--- config.mk ---
export PLATFORM = sky130hd
export DESIGN_NAME = conv_rate_timer
export DESIGN_NICKNAME = d
export VERILOG_FILES = /design/src/rtl/conv_rate_pkg.sv /design/src/rtl/conv_rate_ctrl.sv /design/src/rtl/conv_rate_dp.sv /design/src/rtl/conv_rate_timer.sv
export SDC_FILE = /design/constraint.sdc
export NUM_CORES = 1
export LEC_CHECK = 0
export BUFFER_PORTS_ARGS = -buffer_cell sky130_fd_sc_hd__buf_2
export CORE_UTILIZATION = 51
export CTS_BUF_LIST = sky130_fd_sc_hd__clkbuf_16
export DETAILED_ROUTE_END_ITERATION = 7
export MAX_ROUTING_LAYER = met4
export PLACE_DENSITY = 0.87
export SETUP_SLACK_MARGIN = 0.2
export SLEW_MARGIN = 20
export SYNTH_ARGS = -nofsm -noshare
export SYNTH_HDL_FRONTEND = slang
export SYNTH_SLANG_ARGS = --single-unit
--- constraint.sdc ---
create_clock -name clk -period 3.02 [get_ports clk]
set_clock_uncertainty 0.05 [all_clocks]
set_input_delay 0.302 -clock clk [delete_from_list [all_inputs] [get_ports clk]]
set_output_delay 0.302 -clock clk [all_outputs]
set_load 0.05 [all_outputs]
--- src/rtl/conv_rate_pkg.sv ---
package conv_rate_pkg;
  // Control strobes passed from the control module to the datapath
  typedef struct packed {
    logic clear;  // zero both counters and the strobe this cycle
    logic run;    // count this cycle
  } rateCtl_t;

  localparam int CORE_TICKS_PER_UNIT = 6;
endpackage

--- src/rtl/conv_rate_ctrl.sv ---
module conv_rate_ctrl
  import conv_rate_pkg::*;
#(
  parameter int WORD_W    = 32,
  parameter int NUM_SLOTS = 4,
  parameter int CODE_W    = 3,
  parameter int CODE_LSB  = 29,
  parameter int UNIT_W    = 8,
  parameter logic [CODE_W-1:0] RESET_CODE = '0,
  parameter logic [UNIT_W-1:0] RESET_UNIT = UNIT_W'(1)
) (
  input  logic                 clk,
  input  logic                 rstN,
  input  logic                 wrEn,
  input  logic [WORD_W-1:0]    wrData,
  input  logic [NUM_SLOTS-1:0] slotEnable,
  input  logic                 genEnable,
  output rateCtl_t             ctl,
  output logic [CODE_W-1:0]    preCode,
  output logic [UNIT_W-1:0]    timeUnit
);
  localparam int CODE_MSB = CODE_LSB + CODE_W - 1;

  logic slotBusy;
  logic wrAccept;
  logic unusedMidBits;

  assign slotBusy      = |slotEnable;
  assign wrAccept      = wrEn && !slotBusy;
  assign unusedMidBits = ^wrData[CODE_LSB-1:UNIT_W];

  // Only the two decoded fields are stored
  always_ff @(posedge clk) begin
    if (!rstN) begin
      preCode  <= RESET_CODE;
      timeUnit <= RESET_UNIT;
    end else if (wrAccept) begin
      preCode  <= wrData[CODE_MSB:CODE_LSB];
      timeUnit <= wrData[UNIT_W-1:0];
    end
  end

  always_comb begin
    ctl.clear = wrAccept || !genEnable;
    ctl.run   = genEnable && !wrAccept;
  end

  assert_blocked_write_R8: assert property (@(posedge clk) disable iff (!rstN)
    (wrEn && slotBusy) |=> ($stable(preCode) && $stable(timeUnit)));

  assert_write_loads_R9: assert property (@(posedge clk) disable iff (!rstN)
    (wrEn && !slotBusy) |=> (preCode == $past(wrData[CODE_MSB:CODE_LSB])
                             && timeUnit == $past(wrData[UNIT_W-1:0])));
endmodule

--- src/rtl/conv_rate_dp.sv ---
module conv_rate_dp
  import conv_rate_pkg::*;
#(
  parameter int CODE_W       = 3,
  parameter int UNIT_W       = 8,
  parameter int PRE_MIN_LOG2 = 2,
  parameter int PRE_MAX_LOG2 = 7
) (
  input  logic              clk,
  input  logic              rstN,
  input  rateCtl_t          ctl,
  input  logic [CODE_W-1:0] preCode,
  input  logic [UNIT_W-1:0] timeUnit,
  output logic              strobe
);
  localparam int PRE_CNT_W  = PRE_MAX_LOG2;
  localparam int CORE_CNT_W = UNIT_W + 3;
  localparam int MAX_SH_RAW = (2 ** CODE_W) - 1 + PRE_MIN_LOG2;

  logic [PRE_CNT_W-1:0]  preCnt;
  logic [PRE_CNT_W-1:0]  preLast;
  logic [PRE_CNT_W:0]    preSpan;
  logic [CORE_CNT_W-1:0] coreCnt;
  logic [CORE_CNT_W-1:0] coreLast;
  logic                  coreTick;
  logic                  coreWrap;
  int                    rawSh;
  int                    shAmt;

  assign rawSh = int'(preCode) + PRE_MIN_LOG2;

  // Clamp only when the code range can exceed the largest divider
  generate
    if (MAX_SH_RAW > PRE_MAX_LOG2) begin : g_clamp
      assign shAmt = (rawSh > PRE_MAX_LOG2) ? PRE_MAX_LOG2 : rawSh;
    end else begin : g_noclamp
      assign shAmt = rawSh;
    end
  endgenerate

  always_comb begin
    preSpan = (PRE_CNT_W + 1)'(1) << shAmt;
    preLast = PRE_CNT_W'(preSpan - (PRE_CNT_W + 1)'(1));
  end

  assign coreLast = ({3'b000, timeUnit} + CORE_CNT_W'(1)) * CORE_CNT_W'(CORE_TICKS_PER_UNIT)
                    - CORE_CNT_W'(1);

  assign coreTick = ctl.run && (preCnt == preLast);
  assign coreWrap = coreTick && (coreCnt == coreLast);

  always_ff @(posedge clk) begin
    if (!rstN) begin
      preCnt  <= '0;
      coreCnt <= '0;
      strobe  <= 1'b0;
    end else if (ctl.clear) begin
      preCnt  <= '0;
      coreCnt <= '0;
      strobe  <= 1'b0;
    end else begin
      strobe <= coreWrap;
      preCnt <= coreTick ? '0 : preCnt + PRE_CNT_W'(1);
      if (coreTick) coreCnt <= coreWrap ? '0 : coreCnt + CORE_CNT_W'(1);
    end
  end

  assert_idle_zero_R7: assert property (@(posedge clk) disable iff (!rstN)
    !ctl.run |=> (preCnt == '0 && coreCnt == '0 && !strobe));

  assert_pulse_single_R5: assert property (@(posedge clk) disable iff (!rstN)
    strobe |=> !strobe);

  assert_no_overflow_R2: assert property (@(posedge clk) disable iff (!rstN)
    preCnt <= preLast);

  assert_no_overflow_R4: assert property (@(posedge clk) disable iff (!rstN)
    coreCnt <= coreLast);
endmodule

--- src/rtl/conv_rate_timer.sv ---
module conv_rate_timer
  import conv_rate_pkg::*;
#(
  parameter int WORD_W       = 32,
  parameter int NUM_SLOTS    = 4,
  parameter int CODE_W       = 3,
  parameter int CODE_LSB     = 29,
  parameter int UNIT_W       = 8,
  parameter int PRE_MIN_LOG2 = 2,
  parameter int PRE_MAX_LOG2 = 7
) (
  input  logic                 clk,
  input  logic                 rstN,
  input  logic                 timerWrEn,
  input  logic [WORD_W-1:0]    timerWrData,
  input  logic [NUM_SLOTS-1:0] slotEnable,
  input  logic                 genEnable,
  output logic                 startStrobe
);
  rateCtl_t          ctl;
  logic [CODE_W-1:0] preCode;
  logic [UNIT_W-1:0] timeUnit;

  conv_rate_ctrl #(
    .WORD_W(WORD_W), .NUM_SLOTS(NUM_SLOTS), .CODE_W(CODE_W),
    .CODE_LSB(CODE_LSB), .UNIT_W(UNIT_W)
  ) u_ctrl (
    .clk(clk), .rstN(rstN), .wrEn(timerWrEn), .wrData(timerWrData),
    .slotEnable(slotEnable), .genEnable(genEnable),
    .ctl(ctl), .preCode(preCode), .timeUnit(timeUnit)
  );

  conv_rate_dp #(
    .CODE_W(CODE_W), .UNIT_W(UNIT_W),
    .PRE_MIN_LOG2(PRE_MIN_LOG2), .PRE_MAX_LOG2(PRE_MAX_LOG2)
  ) u_dp (
    .clk(clk), .rstN(rstN), .ctl(ctl), .preCode(preCode),
    .timeUnit(timeUnit), .strobe(startStrobe)
  );
endmodule

==> results of run 1 <==
==> worst max path at each step <==
stage                                          endpoint  slack (ns)  depth (start not counted)
after floorplan           u_dp.coreCnt[10]$_SDFFE_PP0P_       0.007                         11
after global placement           u_dp.strobe$_SDFF_PP0_       -0.23                         12
after detailed placement         u_dp.strobe$_SDFF_PP0_       -0.33                         12
after CTS                  u_dp.coreCnt[3]$_SDFFE_PP0P_       -0.20                         13
after global routing             u_dp.strobe$_SDFF_PP0_       -0.57                         15
final                     u_dp.coreCnt[10]$_SDFFE_PP0P_       -0.35                         13
==> stage by stage <==
step / std cells / total power, mW
2_1_floorplan: 264 / 0.4563
3_3_place_gp: 361 / 0.4838
3_5_place_dp: 361 / 0.4871
4_1_cts: 380 / 0.9624
5_1_grt: 387 / 1.002
6_report: 387 / 0.9740
==> routing by layer <==
| layer | vias up | global-route usage [%] |
|---|---|---|
| met1 | 1133 | 32.41 |
| li1 | 1089 | - |
| met3 | 39 | 7.072 |
| met2 | 124 | 56.99 |
| met5 | - | - |
| met4 | 0 | 19.39 |
==> worst max-delay path, stage by stage, from the launching register on <==
cell	delay [ns]
dfxtp_4	0.37
ha_4	0.17
buf_12	0.11
xor2_4	0.22
ha_2	0.32
o21a_1	0.24
a2111o_1	0.45
nand4_1	0.15
nor2_1	0.09
nand2_1	0.16
nand4b_1	0.22
o41ai_4	0.43
buf_4	0.21
nor2_1	0.05
==> layout make-up <==
| class | count | area (um^2) | area share (%) |
|---|---|---|---|
| well taps | 50 | 62.56 | 1.930 |
| inverters | 9 | 33.78 | 1.042 |
| flip-flops and latches | 30 | 609.3 | 18.80 |
| repair buffers | 72 | 525.5 | 16.21 |
| clock inverters | 3 | 16.27 | 0.5017 |
| clock buffers | 5 | 125.1 | 3.860 |
| multi-input cells | 218 | 1869 | 57.66 |
==> kinds of logic after synthesis <==
group	Yosys count	share of synthesized area, %
AOI/OAI and AO/OA	40	16.20
xor gates and xnor gates	38	16.03
adders and majority gates	12	6.611
buffers and inverters	16	3.360
DFF	30	26.45
muxes	10	4.408
and+or+nand+nor	118	26.94
==> flip-flops by register name (all words and copies together) (netlist names) <==
name / cells
u_dp.preCnt: 7
u_dp.strobe: 1
u_ctrl.preCode: 3
u_ctrl.timeUnit: 8
u_dp.coreCnt: 11
==> cells in the final DEF, fill, tap and decap left out, types with 3 or more instances in the layout <==
cell type	count
nand2_1	17
mux2i_1	10
and3_1	5
o211ai_1	5
ha_1	5
nand4_1	6
xnor2_1	23
buf_2	19
clkbuf_16	5
nor2_1	28
nand3_2	5
nor2_2	4
buf_4	49
inv_1	7
ha_4	5
a211oi_2	4
nor3_1	6
nand3_1	15
a21oi_1	3
o21a_1	3
nor2b_1	10
xnor2_2	4
dfxtp_1	27
xor2_1	6
==> timing repair <==
item | in CTS | in global routing
gates cloned | 1 | 0
setup endpoints to repair | 11 | 11
pin swaps | 22 | 11
buffers inserted | 10 | 7
resized for setup | 22 | 23
==> report_power, final <==
group / switching [mW] / internal (mW) / total [mW]
clock: 0.174 / 0.300 / 0.474
combinational: 0.0485 / 0.0490 / 0.0975
sequential: 0.00417 / 0.398 / 0.403
==> results.yml, run 1 <==
status:
  status: "finished, violations left"
  violations: "setup timing"
clock_network:
  cts_made_buffers: 5
  cts_root_buf: "clkbuf_16"
  clk_pin_slew_ns: 0.05
  htree_levels: 2
  clock_sinks: 30
  clk_latency_ns: 0.28
  cts_hold_buf: 0
  cts_tree: "built"
  ctsLongestPathBuffers: 2
place:
  port_buffers: 19
  gp_congestion: 0.8421
  dpl_worst_slack_ns: -0.3322
  dp.final_hpwl_um: 4034
  placed_area_um2: 2730
logic_synthesis:
  synthArstFlopShare_pct: 0
  synth_area_um2: 2271
  ys_types: 59
  yosys.area.top_type: "dfxtp_1"
  synth-edff-count: 0
  synth-warning-count: 0
  synth_top_area_share_pct: 26.45
  syn_avg_cell_area_um2: 8.602
  yosys-top-cells-area: "dfxtp_1 (26%), xnor2_1 (10%), ha_1 (6.6%), nor2_1 (5.5%), mux2i_1 (4.4%)"
  synthTopCellsByCount: "nor2_1 (33), dfxtp_1 (30), xnor2_1 (26)"
  synth_cells: 264
  yosysSeqAreaShare_pct: 26.45
  synthFlopType: "dfxtp_1"
  syn_nets: 316
  synth.most_common_cell: "nor2_1"
  yosys_register_bits: 30
sta:
  clock.fmax_mhz: 296.8
  tns_ns: -3.679
  setup_viol: 11
  layout_setup_ws_ns: -0.3493
  rsz0062_at_grt: "yes"
  min_period_ns: 3.369
  drv_slew: 0
  fin_crit_sh_pct: 111.6
  timing.slew.headroom_pct: 54.42
  hold_viol: 0
  max_slew.worst_pin.slew_ns: 0.6822
  holdWs_ns: 0.1999
detailed_routing:
  wl_per_cell_um: 18.84
  drc: 0
  via_per_inst: 6.163
  wirelength_um: 7292
  wl_met2_um: 3693
  detail-route-antenna-nets: 0
  first_iter_violations: 229
  routed.top_layer: "met4"
  wl_met3_um: 477
  first_pass_iters: 4
  met1_length_um: 2827
  vias: 2385
worst_setup_path:
  cp.arrival_ns: 3.49
  worstSetupEndpointType: "flop"
  worst-setup-path-type: "flop to flop"
  r2r-start: "u_ctrl.timeUnit[1]$_SDFFE_PN0P_"
  crit_path_max_fanout: 5
  crit_start: "u_ctrl.timeUnit[1]$_SDFFE_PN0P_"
  reg2reg_to: "u_dp.coreCnt[10]$_SDFFE_PP0P_"
  reg2reg_slack_ns: -0.35
  reg2regPathDepth: 13
  required_ns: 3.14
  critPathLaunchType: "flop"
worst_hold_path:
  worstHoldPathType: "input pin to flop"
  whs_endpoint: "u_ctrl.timeUnit[0]$_SDFFE_PN1P_"
  hp-start: "timerWrData[0]"
  whs_path_depth: 3
final_layout:
  nets: 388
  fill_cells: 248
  syn_to_final_growth_pct: 42.75
  drive_above_1_share_pct: 41.25
  diodes: 0
  design_area_um2: 3242
  utilization_pct: 78.23
floorplanning:
  die_h_um: 68.73
  fp.dieW_um: 68.73
  rows: 23
  core-area_um2: 4144
  io_pins: 41
  die_area_um2: 4724
  start_util_pct: 54.80
grt:
  grt_max_degree: 15
  track_usage_pct: 32.25
  grt_pass1_vias: 2428
  grt_pass1_wl_um: 10700
  grt-ovfl-total: 0
  antenna_found_initial: 0
power:
  p_leak_nw: 1.268
  power.density_nw_per_um2: 300.4
  peakVddDrop_mv: 0.3480
job:
  max-cap-violations: 0
Power figures use the tool's default switching activity.
==> run 2: changes to the inputs <==
--- a/config.mk
+++ b/config.mk
@@ -11,7 +11,7 @@
 export DETAILED_ROUTE_END_ITERATION = 7
 export MAX_ROUTING_LAYER = met4
 export PLACE_DENSITY = 0.87
-export SETUP_SLACK_MARGIN = 0.2
+export SETUP_SLACK_MARGIN = 0.1
 export SLEW_MARGIN = 20
 export SYNTH_ARGS = -nofsm -noshare
 export SYNTH_HDL_FRONTEND = slang
==> run 2 against run 1 <==
  * The run still ends with setup timing left
  * First-iteration DRC count shrank 5.2%
  * Via count rose by 1.4%
  * Combinational power grew 5%
  * Sequential cell count stayed put
  * Critical path depth did not move
  * Utilization up 2.7 points
  * Die area unchanged
  * Design area up 3.4%
  * Fmax fell by 3.4%
  * Register-to-register slack got worse by 0.12 ns
  * Cell count grew 0.52%
==> results.yml, run 2 (same netlist as run 1, synthesis figures left out) <==
floorplanning:
  core-area_um2: 4144
  fp.dieW_um: 68.73
  start_util_pct: 54.80
  rows: 23
  die_h_um: 68.73
  die_area_um2: 4724
  io_pins: 41
clock_network:
  clock_sinks: 30
  htree_levels: 2
  cts_made_buffers: 5
  ctsLongestPathBuffers: 2
  clk_pin_slew_ns: 0.06
  clk_latency_ns: 0.28
  cts_root_buf: "clkbuf_16"
  cts_hold_buf: 0
  cts_tree: "built"
detailed_routing:
  detail-route-antenna-nets: 0
  wirelength_um: 8263
  wl_per_cell_um: 21.24
  first_iter_violations: 217
  drc: 0
  first_pass_iters: 4
  via_per_inst: 6.216
  vias: 2418
grt:
  grt-ovfl-total: 0
  track_usage_pct: 32.25
  grt_pass1_wl_um: 10700
  grt_max_degree: 15
  grt_pass1_vias: 2428
  antenna_found_initial: 0
sta:
  hold_viol: 0
  max_slew.worst_pin.slew_ns: 0.7502
  layout_setup_ws_ns: -0.4681
  min_period_ns: 3.488
  fin_crit_sh_pct: 115.5
  timing.slew.headroom_pct: 49.88
  rsz0062_at_grt: "yes"
  drv_slew: 0
  setup_viol: 11
  holdWs_ns: 0.2259
  clock.fmax_mhz: 286.7
place:
  port_buffers: 19
  dp.final_hpwl_um: 4034
  gp_congestion: 0.8421
worst_setup_path:
  worstSetupEndpointType: "flop"
  path_delay_family: "simple AND/OR/NAND/NOR gates"
  cp.depth: 13
  reg2regPathDepth: 13
  cp.arrival_ns: 3.65
  worstPathCellList: "ha_4 -> buf_12 -> xor2_4 -> ha_4 -> a21oi_4 -> buf_12 -> o2111ai_4 -> xnor2_4 -> nand3_4 -> a2111oi_4 -> nor2_4 -> or4_4 -> nor2_2"
  crit_path_max_fanout: 5
  required_ns: 3.18
  worst-setup-path-type: "flop to flop"
  slowest_delay_ns: 0.55
  critPathBufInv: 2
  slowest_stage: "or4_4"
  critPathLaunchType: "flop"
power:
  totalPowerFinal_mw: 0.9825
  power.density_nw_per_um2: 293.1
  p_leak_nw: 1.299
  peakVddDrop_mv: 0.3603
final_layout:
  largest_reg_flops: 11
  syn_to_final_growth_pct: 47.60
  final_cell_mix: "buf_4 (50), nor2_1 (28), dfxtp_1 (27)"
  top_regs: "u_dp.coreCnt x11, u_ctrl.timeUnit x8, u_dp.preCnt x7"
  nets: 390
  drive_above_1_share_pct: 44.54
  final_common_cell: "buf_4"
  fill_cells: 218
  diodes: 0
  regMostFlops: "u_dp.coreCnt"
job:
  max-cap-violations: 0
status:
  status: "finished, violations left"
  violations: "setup timing"
worst_hold_path:
  worstHoldPathType: "input pin to flop"
  whs_path_depth: 3
-- run 2: cell type report --
class / count / area (um^2) / area share [%]
multi-input cells: 218 / 1961 / 58.49
flip-flops and latches: 30 / 609.3 / 18.18
repair buffers: 74 / 544.3 / 16.24
clock buffers: 5 / 125.1 / 3.733
well taps: 50 / 62.56 / 1.866
inverters: 9 / 33.78 / 1.008
clock inverters: 3 / 16.27 / 0.4853
-- run 2: path summary, 6_finish.rpt --
path                                                 startpoint  slack (ns)                               to
worst max-delay path            u_ctrl.timeUnit[1]$_SDFFE_PN0P_       -0.47           u_dp.strobe$_SDFF_PP0_
worst min-delay path                             timerWrData[0]        0.23  u_ctrl.timeUnit[0]$_SDFFE_PN1P_
worst max register to register  u_ctrl.timeUnit[1]$_SDFFE_PN0P_       -0.47           u_dp.strobe$_SDFF_PP0_
worst min register to register        u_dp.preCnt[0]$_SDFF_PP0_        0.42        u_dp.preCnt[0]$_SDFF_PP0_
-- run 2: worst register-to-register path, delay by kind of cell (launching register included) --
kind | cells | cell delay (ns)
DFF | 1 | 0.36
adders and majority gates | 2 | 0.47
buffers and inverters | 2 | 0.28
xor gates and xnor gates | 2 | 0.62
and+or+nand+nor | 4 | 0.91
AOI/OAI and AO/OA | 3 | 0.74
-- run 2: per-stage QoR --
stage	setup TNS [ns]	util, %	cell area [um^2]	instances	worst slack [ns]
2_1_floorplan	0	-	2354	264	0.006913
3_3_place_gp	-2.046	65.88	2730	361	-0.2321
3_5_place_dp	-3.369	65.88	2730	361	-0.3322
4_1_cts	-2.009	73.82	3059	380	-0.2001
5_1_grt	-6.587	80.89	3352	389	-0.6541
6_report	-4.561	80.89	3352	389	-0.4681
-- run 2: what timing repair did --
item | 4_1_cts | 5_1_grt
setup endpoints to repair | 11 | 11
pin swaps | 22 | 20
setup buffers | 10 | 10
gates cloned | 1 | 0
resized for setup | 22 | 41
-- run 2: metal layers --
metal | GRT usage [%] | up-vias | wire length, um
met2 | 56.99 | 123 | 4308
met1 | 32.41 | 1154 | 2987
li1 | - | 1089 | -
met3 | 7.072 | 52 | 484
met5 | - | - | 0
met4 | 19.39 | 0 | 482
-- run 2: where the power goes --
group	switching, mW	total, mW	internal, mW	leakage [nW]
Clock	0.178	0.478	0.300	0.0672
Combinational	0.0513	0.102	0.0505	0.988
Sequential	0.00410	0.402	0.398	0.243
==> run 3: changes to the inputs <==
--- a/config.mk
+++ b/config.mk
@@ -6,11 +6,12 @@
 export NUM_CORES = 1
 export LEC_CHECK = 0
 export BUFFER_PORTS_ARGS = -buffer_cell sky130_fd_sc_hd__buf_2
-export CORE_UTILIZATION = 51
+export CORE_UTILIZATION = 55
 export CTS_BUF_LIST = sky130_fd_sc_hd__clkbuf_16
+export CTS_CLUSTER_DIAMETER = 200
 export DETAILED_ROUTE_END_ITERATION = 7
 export MAX_ROUTING_LAYER = met4
-export PLACE_DENSITY = 0.87
+export PLACE_DENSITY = 0.89
 export SETUP_SLACK_MARGIN = 0.1
 export SLEW_MARGIN = 20
 export SYNTH_ARGS = -nofsm -noshare
==> constraint.sdc (replaced) <==
create_clock -name clk -period 3.97 [get_ports clk]
set_clock_uncertainty 0.05 [all_clocks]
set_input_delay 0.397 -clock clk [delete_from_list [all_inputs] [get_ports clk]]
set_output_delay 0.397 -clock clk [all_outputs]
set_load 0.05 [all_outputs]
==> run 3 against run 2 <==
  * Combinational power fell by 52%
  * Sequential share of layout area rose by 5.1 points
  * Global-route usage fell by 6.9 points
  * Hold slack improved by 0.084 ns
  * Largest cell class unchanged
  * Highest routed layer unchanged
  * Via count fell by 19%
  * Die area fell by 7.1%
  * Sequential cell count did not move
  * Clock-buffer cell count did not move
  * The run now ends clean
  * Setup slack improved by 0.82 ns
==> results.yml, run 3 (same netlist as run 1, synthesis figures left out) <==
place:
  port_buffers: 19
  dpl_worst_slack_ns: 0.2294
  dp.final_hpwl_um: 3474
  gp_congestion: 0.8790
  numPlacedInstances: 327
clock_network:
  clk_pin_slew_ns: 0.05
  cts_tree: "built"
  cts_made_buffers: 5
  htree_levels: 2
  cts_root_buf: "clkbuf_16"
  clk_latency_ns: 0.27
  clock_sinks: 30
  ctsLongestPathBuffers: 2
detailed_routing:
  vias: 1963
  wl_per_cell_um: 14.11
  first_iter_violations: 131
  detail-route-antenna-nets: 0
  via_per_inst: 5.842
  first_pass_iters: 4
  drc: 0
  wirelength_um: 4740
floorplanning:
  die_area_um2: 4390
  io_pins: 41
  rows: 22
  core-area_um2: 3799
  die_h_um: 66.26
  fp.dieW_um: 66.26
  start_util_pct: 59.78
sta:
  timing.slew.headroom_pct: 55.86
  layout_setup_ws_ns: 0.3540
  clock.fmax_mhz: 276.5
  hold_viol: 0
  rsz0062_at_grt: "no"
  fin_crit_sh_pct: 91.08
  max_slew.worst_pin.slew_ns: 0.6607
  tns_ns: 0
  setup_viol: 0
  drv_slew: 0
  min_period_ns: 3.616
worst_setup_path:
  cp.arrival_ns: 3.78
  crit_top_cell: "nor2_1"
  required_ns: 4.13
  crit_path_max_fanout: 7
  worst-setup-path-type: "flop to flop"
  worstPathCellList: "ha_2 -> nand3_1 -> nor2_1 -> xor2_1 -> ha_2 -> a211oi_1 -> nor2_1 -> a211oi_1 -> xnor2_1 -> a2111oi_4 -> nor2_2 -> or4_1 -> nor2_1"
  worstSetupEndpointType: "flop"
  critPathBufInv: 0
  critPathLaunchType: "flop"
  slowest_stage: "or4_1"
  path_delay_family: "simple AND/OR/NAND/NOR gates"
  slowest_delay_ns: 0.56
job:
  max-cap-violations: 0
grt:
  track_usage_pct: 25.38
  grt_max_degree: 16
  antenna_found_initial: 0
  grt_pass1_vias: 1952
  grt_pass1_wl_um: 8266
  grt-ovfl-total: 0
final_layout:
  final_cells: 336
  final_common_cell: "nor2_1"
  syn_to_final_growth_pct: 13.72
  top_regs: "u_dp.coreCnt x11, u_ctrl.timeUnit x8, u_dp.preCnt x7"
  diodes: 0
  regMostFlops: "u_dp.coreCnt"
  drive_above_1_share_pct: 19.10
  nets: 340
  final_cell_mix: "nor2_1 (33), dfxtp_1 (30), xnor2_1 (26)"
  utilization_pct: 67.98
  largest_reg_flops: 11
status:
  status: "finished clean"
power:
  peakVddDrop_mv: 0.2954
  totalPowerFinal_mw: 0.7076
  p_leak_nw: 0.9731
  power.density_nw_per_um2: 274.0
worst_hold_path:
  worstHoldPathType: "input pin to flop"
[run 3: layer usage]
metal  track usage [%]  wire length (um)  vias up
met2             45.66              2383       35
li1                  -                 -      987
met4             10.64                91        0
met5                 -                 0        -
met1             27.01              2158      931
met3             4.828               107       10
[run 3: worst paths after layout]
kind,depth (start not counted),slack [ns],start,endpoint
setup reg to reg,13,0.35,u_ctrl.timeUnit[1]$_SDFFE_PN0P_,u_dp.strobe$_SDFF_PP0_
hold / removal,3,0.31,timerWrData[0],u_ctrl.timeUnit[0]$_SDFFE_PN1P_
hold reg to reg,1,0.41,u_dp.preCnt[0]$_SDFF_PP0_,u_dp.preCnt[0]$_SDFF_PP0_
setup / recovery,13,0.35,u_ctrl.timeUnit[1]$_SDFFE_PN0P_,u_dp.strobe$_SDFF_PP0_
[run 3: area by class of cell]
type / instances / area, um^2
Clock inverter: 2 / 10.01
Timing Repair Buffer: 24 / 132.6
Fill cell: 300 / 1216
Clock buffer: 5 / 125.1
Inverter: 9 / 33.78
Multi-Input combinational cell: 218 / 1620
Tap cell: 48 / 60.06
Sequential cell: 30 / 600.6
[run 3: power by group]
| part | internal, mW | switching, mW |
|---|---|---|
| registers | 0.304 | 0.00280 |
| logic | 0.0229 | 0.0257 |
| clock network | 0.225 | 0.126 |
| total | 0.553 | 0.155 |
[run 3: worst reg2reg max path: cells and delay by family, from the launching register on]
| family | cells | cell delay (ns) |
|---|---|---|
| AO/OA/AOI/OAI | 3 | 0.89 |
| XOR/XNOR | 2 | 0.43 |
| adder cells (fa/ha/maj) | 2 | 0.62 |
| flip-flops | 1 | 0.38 |
| AND/OR/NAND/NOR | 6 | 1.18 |
[run 3: repair_timing]
action                                  4_1_cts  5_1_grt
hold buffers                                  0        0
endpoints found under the setup margin        0       11
resized for setup                             0        4
endpoints found under the hold margin         0        0
setup buffers                                 0        2
[run 3: through the flow]
| stage | area, um^2 | hold slack (ns) |
|---|---|---|
| floorplan | 2271 | 0.3795 |
| CTS | 2550 | 0.3100 |
| detailed placement | 2415 | 0.4092 |
| global route | 2582 | 0.3262 |
| finish | 2582 | 0.3097 |
| global placement | 2415 | 0.3961 |
